File: config.mk
export PLATFORM = sky130hd
export DESIGN_NAME = lu_stall_ctrl
export DESIGN_NICKNAME = d
export VERILOG_FILES = /design/src/rtl/lu_stall_pkg.sv /design/src/rtl/lu_src_match.sv /design/src/rtl/lu_bubble_mux.sv /design/src/rtl/lu_de_ctl_reg.sv /design/src/rtl/lu_stall_ctrl.sv
export SDC_FILE = /design/constraint.sdc
export NUM_CORES = 1
export LEC_CHECK = 0
export ABC_AREA = 1
export BUFFER_PORTS_ARGS = -buffer_cell sky130_fd_sc_hd__buf_2
export CAP_MARGIN = 20
export CORE_MARGIN = 4
export CORE_UTILIZATION = 35
export DETAILED_ROUTE_END_ITERATION = 12
export HOLD_SLACK_MARGIN = 0.02
export PLACE_DENSITY = 0.79
export SLEW_MARGIN = 20
export SYNTH_ARGS = -nofsm -noshare
export SYNTH_HDL_FRONTEND = slang
export SYNTH_SLANG_ARGS = --single-unit
export TNS_END_PERCENT = 20
File: constraint.sdc
create_clock -name clk -period 0.94 [get_ports clk]
set_input_delay 0.047 -clock clk [delete_from_list [all_inputs] [get_ports clk]]
set_output_delay 0.047 -clock clk [all_outputs]
set_load 0.01 [all_outputs]
File: src/rtl/lu_stall_pkg.sv
// Package: lu_stall_pkg
// Shared widths and field positions for the load-use stall controller.
// Assumes the memory-stage control field carries the read request in a
// fixed bit; the comparator and the checker both decode that bit.
package lu_stall_pkg;

    localparam int unsigned LU_REG_AW   = 5;   // register number width
    localparam int unsigned LU_EX_W     = 4;   // execute control width
    localparam int unsigned LU_MEM_W    = 2;   // memory control width
    localparam int unsigned LU_WB_W     = 2;   // writeback control width
    localparam int unsigned LU_MEMRD_BIT = 0;  // read-request bit in memory control
    localparam int unsigned LU_NSRC     = 2;   // source fields compared per instruction

endpackage

File: src/rtl/lu_src_match.sv
// Module: lu_src_match
// Compares the destination of the instruction held in decode/execute
// against every source field of the instruction in decode. Reports a
// hit only when the held instruction is a load and its destination is a
// writable register. Assumes register 0 is hard-wired to zero when
// ZERO_REG_FIXED is set.
module lu_src_match #(
    parameter int unsigned REG_AW         = 5,
    parameter int unsigned NSRC           = 2,
    parameter bit          ZERO_REG_FIXED = 1'b1
) (
    input  logic                        is_load,
    input  logic [REG_AW-1:0]           dst,
    input  logic [NSRC-1:0][REG_AW-1:0] srcs,
    output logic                        hit
);

    logic [NSRC-1:0] per_src;
    logic            dst_ok;

    // One equality comparator per source field.
    for (genvar s = 0; s < NSRC; s++) begin : g_cmp
        assign per_src[s] = (srcs[s] == dst);
    end

    // Pick whether a write to register 0 can ever be a real dependence.
    if (ZERO_REG_FIXED) begin : g_zero_fixed
        assign dst_ok = (dst != '0);
    end else begin : g_zero_plain
        assign dst_ok = 1'b1;
    end

    // Combine load flag, destination validity and any source hit.
    always_comb begin
        hit = is_load && dst_ok && (|per_src);
    end

endmodule

File: src/rtl/lu_bubble_mux.sv
// Module: lu_bubble_mux
// Replaces a control field with all zeros when a bubble is selected.
// Assumes a zero control word means "no architectural side effect".
module lu_bubble_mux #(
    parameter int unsigned W = 4
) (
    input  logic         kill,
    input  logic [W-1:0] din,
    output logic [W-1:0] dout
);

    // Zero the field on a bubble, pass it through otherwise.
    always_comb begin
        dout = kill ? '0 : din;
    end

endmodule

File: src/rtl/lu_de_ctl_reg.sv
// Module: lu_de_ctl_reg
// Control and destination part of the decode/execute pipeline register.
// Updates every cycle; assumes the pipeline behind decode never stalls
// on its own (stalls from later stages are out of scope).
module lu_de_ctl_reg #(
    parameter int unsigned REG_AW = 5,
    parameter int unsigned EX_W   = 4,
    parameter int unsigned MEM_W  = 2,
    parameter int unsigned WB_W   = 2
) (
    input  logic              clk,
    input  logic              rst_n,
    input  logic [EX_W-1:0]   ex_d,
    input  logic [MEM_W-1:0]  mem_d,
    input  logic [WB_W-1:0]   wb_d,
    input  logic [REG_AW-1:0] dst_d,
    output logic [EX_W-1:0]   ex_q,
    output logic [MEM_W-1:0]  mem_q,
    output logic [WB_W-1:0]   wb_q,
    output logic [REG_AW-1:0] dst_q
);

    // Capture the next slot, clearing it on synchronous reset.
    always_ff @(posedge clk) begin
        if (!rst_n) begin
            ex_q  <= '0;
            mem_q <= '0;
            wb_q  <= '0;
            dst_q <= '0;
        end else begin
            ex_q  <= ex_d;
            mem_q <= mem_d;
            wb_q  <= wb_d;
            dst_q <= dst_d;
        end
    end

endmodule

File: src/rtl/lu_stall_ctrl.sv
// Module: lu_stall_ctrl (top)
// Load-use hazard detection for the decode stage. Holds the control
// fields of decode/execute, raises a one-cycle stall when the held
// instruction is a load feeding the instruction in decode, freezes the
// PC and fetch/decode register, and inserts a zero-control bubble.
// Assumes forwarding from memory/writeback covers the cycle after.
module lu_stall_ctrl
    import lu_stall_pkg::*;
#(
    parameter int unsigned REG_AW    = LU_REG_AW,
    parameter int unsigned EX_W      = LU_EX_W,
    parameter int unsigned MEM_W     = LU_MEM_W,
    parameter int unsigned WB_W      = LU_WB_W,
    parameter int unsigned MEMRD_BIT = LU_MEMRD_BIT
) (
    input  logic              clk,
    input  logic              rst_n,
    input  logic [REG_AW-1:0] fd_src_a,
    input  logic [REG_AW-1:0] fd_src_b,
    input  logic [EX_W-1:0]   dec_ex_ctl,
    input  logic [MEM_W-1:0]  dec_mem_ctl,
    input  logic [WB_W-1:0]   dec_wb_ctl,
    input  logic [REG_AW-1:0] dec_dst,
    output logic              pc_wr_en,
    output logic              fd_wr_en,
    output logic              bubble_sel,
    output logic [EX_W-1:0]   de_ex_ctl,
    output logic [MEM_W-1:0]  de_mem_ctl,
    output logic [WB_W-1:0]   de_wb_ctl,
    output logic [REG_AW-1:0] de_dst
);

    localparam int unsigned NSRC = LU_NSRC;

    logic [NSRC-1:0][REG_AW-1:0] srcs;
    logic                        hazard;
    logic [EX_W-1:0]             ex_next;
    logic [MEM_W-1:0]            mem_next;
    logic [WB_W-1:0]             wb_next;

    // Gather the decode-stage source fields for the comparator array.
    always_comb begin
        srcs[0] = fd_src_a;
        srcs[1] = fd_src_b;
    end

    lu_src_match #(
        .REG_AW         (REG_AW),
        .NSRC           (NSRC),
        .ZERO_REG_FIXED (1'b1)
    ) u_match (
        .is_load (de_mem_ctl[MEMRD_BIT]),
        .dst     (de_dst),
        .srcs    (srcs),
        .hit     (hazard)
    );

    lu_bubble_mux #(.W(EX_W)) u_kill_ex (
        .kill (hazard), .din (dec_ex_ctl), .dout (ex_next)
    );

    lu_bubble_mux #(.W(MEM_W)) u_kill_mem (
        .kill (hazard), .din (dec_mem_ctl), .dout (mem_next)
    );

    lu_bubble_mux #(.W(WB_W)) u_kill_wb (
        .kill (hazard), .din (dec_wb_ctl), .dout (wb_next)
    );

    lu_de_ctl_reg #(
        .REG_AW (REG_AW),
        .EX_W   (EX_W),
        .MEM_W  (MEM_W),
        .WB_W   (WB_W)
    ) u_de_reg (
        .clk   (clk),
        .rst_n (rst_n),
        .ex_d  (ex_next),
        .mem_d (mem_next),
        .wb_d  (wb_next),
        .dst_d (dec_dst),
        .ex_q  (de_ex_ctl),
        .mem_q (de_mem_ctl),
        .wb_q  (de_wb_ctl),
        .dst_q (de_dst)
    );

    // Drive the front-end hold enables and the bubble select.
    always_comb begin
        pc_wr_en   = !hazard;
        fd_wr_en   = !hazard;
        bubble_sel = hazard;
    end

endmodule

==> flow_summary.toml <==
[outcome]
status = "finished with violations"
violations = "setup timing"

[sta]
hold_viol = 0
period_minus_slack_ps = 1300
layout_setup_ws_ps = -360
clock.fmax_mhz = 769
slew_violations = 0
fin_crit_sh_pct = 138
slew_headroom_pct = 90.7
setup_viol_count_final = 11
fin_skew_ps = 2.65
rsz0062_at_grt = "yes"
hold_slack_ps = 48.5
worst_slew_pin_slew_ps = 139

[die]
die_h_um = 49.0
initial_utilization_pct = 38.2
rows = 14
dieArea_um2 = 2400
io-pin-count = 41
die_w_um = 49.0
core_area_um2 = 1540

[layout]
layout.nets = 176
final_common_cell = "buf_2"
layout_common_cells = "buf_2, nand2_1, inv_1"
fin_area_um2 = 1010
area_growth_pct = 71.6
layout-drive-gt1-share_pct = 40.7
num_antenna_cells = 0

[hold_path]
hold_path_depth = 3
hp-start = "rst_n"
hold_end = "u_de_reg.dst_q[1]"
min_path_type = "in -> reg"

[power_and_ir_drop]
p_leak_nw = 0.637
powerDensity_nw_per_um2 = 1170
pwr-share-comb_pct = 22.0
p_seq_share_pct = 50.6
internal_power_mw = 0.885
irDropWorstVdd_mv = 0.863
switchingPower_mw = 0.300
switching_share_pct = 25.3
clkPwrFrac_pct = 27.5
p_total_mw = 1.18

[synth]
synth_seq_cells = 13
synth_area_leader_cell = "dfxtp_1"
netlist_instances = 92
yosys.cell_types.count = 11
seq_area_frac_synth_pct = 44.2
avgSynthCellArea_um2 = 6.41
synth_top_area_share_pct = 44.2
synth.top_cells.by_area = "dfxtp_1, nand2_1, inv_1"
synth.net_count = 117
synth_area_um2 = 589
ys_warn_count = 0

[place]
place.gp.congestion = 0.771
port-buffer-count = 40
hpwl_um = 1160
post-place-ws_ps = -210
placed_area_um2 = 823

[run]
maxCapViolCount = 0

[global_route]
first_global_vias = 684
antenna_found_initial = 0
grt_pass1_wl_um = 2710
grt_use_total_pct = 14.2
grt_max_degree = 9
overflow = 0

[critical_path]
r2r_slack_ps = -290
r2r-end = "u_de_reg.mem_q[1]"
timing.rr.start = "u_de_reg.dst_q[3]"
r2r_cells = 10
path_class = "reg -> out"
required_ps = 890
cp.arrival_ps = 1250
startpoint_type = "flop"
crit_fanout = 5
end_kind = "output port"

[clock_network]
clock-sinks = 13
cts_max_path_buffers = 2
cts_buffers = 3
clk_latency_ps = 270
htreeDepth = 1
clk_pin_slew_worst_paths_ps = 70
cts_tree = "yes"
cts_root_buffer = "clkbuf_4"

[routing]
totalWireLength_um = 1560
route.detailed.drc = 0
first_iter_violations = 4
via_per_inst = 4.12
dr.pass1.iters = 4
vias = 684
avgRoutedWirePerCell_um = 9.39
ant_nets = 0
-- critical path: stages (launching register included) --
cell	delay [ps]
dfxtp_4	370
inv_2	40
nand2_1	50
nand2_1	40
nor2_1	90
nand3_1	90
nand2_1	80
nand2_2	80
buf_2	150
-- how the worst max path moves through the flow --
| stage | start | endpoint | slack [ps] | depth (start not counted) |
|---|---|---|---|---|
| after global routing | u_de_reg.dst_q[0] | bubble_sel | -490 | 8 |
| after global placement | u_de_reg.dst_q[2] | u_de_reg.ex_q[1] | -160 | 9 |
| final | u_de_reg.dst_q[3] | fd_wr_en | -360 | 8 |
| after floorplan | u_de_reg.dst_q[2] | u_de_reg.ex_q[0] | -130 | 9 |
| after CTS | u_de_reg.dst_q[3] | bubble_sel | -390 | 9 |
| after detailed placement | u_de_reg.dst_q[3] | u_de_reg.mem_q[0] | -210 | 7 |
-- synth_stat cells --
library cell  instances
nand2_1              27
inv_1                25
nor2_1               16
dfxtp_1              13
nand3_1               3
buf_4                 2
xnor2_1               2
inv_2                 1
nand2_2               1
nand2_4               1
nor3_1                1
-- power groups by stage --
stage,logic (mW),clock network (mW),registers (mW)
after floorplan,0.0914,0,0.624
after global placement,0.207,0,0.609
after detailed placement,0.211,0,0.611
after CTS,0.255,0.346,0.600
after global routing,0.296,0.360,0.604
final,0.260,0.326,0.599
-- per-layer routing --
metal  GRT usage [%]  wire, µm  vias up
li1                -         -      369
met1            14.0       576      283
met2            25.7       776       32
met3            6.12       205        0
met4            5.38         0        0
met5               0         0        -
-- metrics by stage --
| stage | util, % | cells | setup TNS (ps) |
|---|---|---|---|
| floorplan | - | 92 | -1150 |
| global placement | 53.4 | 148 | -1510 |
| detailed placement | 53.4 | 148 | -1940 |
| CTS | 64.4 | 166 | -3350 |
| global route | 65.6 | 166 | -4790 |
| finish | 65.6 | 166 | -3320 |
-- final cells by class --
class / count / area, µm²
multi-input cells: 51 / 229
flip-flops and latches: 13 / 277
inverters: 26 / 100
well taps: 16 / 20.0
repair buffers: 56 / 359
clock buffers: 4 / 26.3
fillers: 136 / 531
-- registers in the layout, indices dropped and copies added (netlist names) --
name	count
u_de_reg.wb_q	2
u_de_reg.ex_q	4
u_de_reg.mem_q	2
u_de_reg.dst_q	5
-- kinds of logic (layout without fill, tap and decap cells) --
| family | count (synthesis) | count (layout) | synth area share, % |
|---|---|---|---|
| AND/OR/NAND/NOR | 49 | 49 | 33.8 |
| XOR/XNOR | 2 | 2 | 2.97 |
| flip-flops | 13 | 13 | 44.2 |
| buffers and inverters | 28 | 86 | 19.1 |
-- timing repair --
item / 4_1_cts / 5_1_grt
hold endpoints to repair: 13 / 0
gates resized for setup: 1 / 7
hold buffers: 13 / 0
endpoints found under the setup margin: 11 / 11
setup buffers: 1 / 0
pin swaps: 4 / 5
No activity file was read; power rests on OpenSTA's default activity.
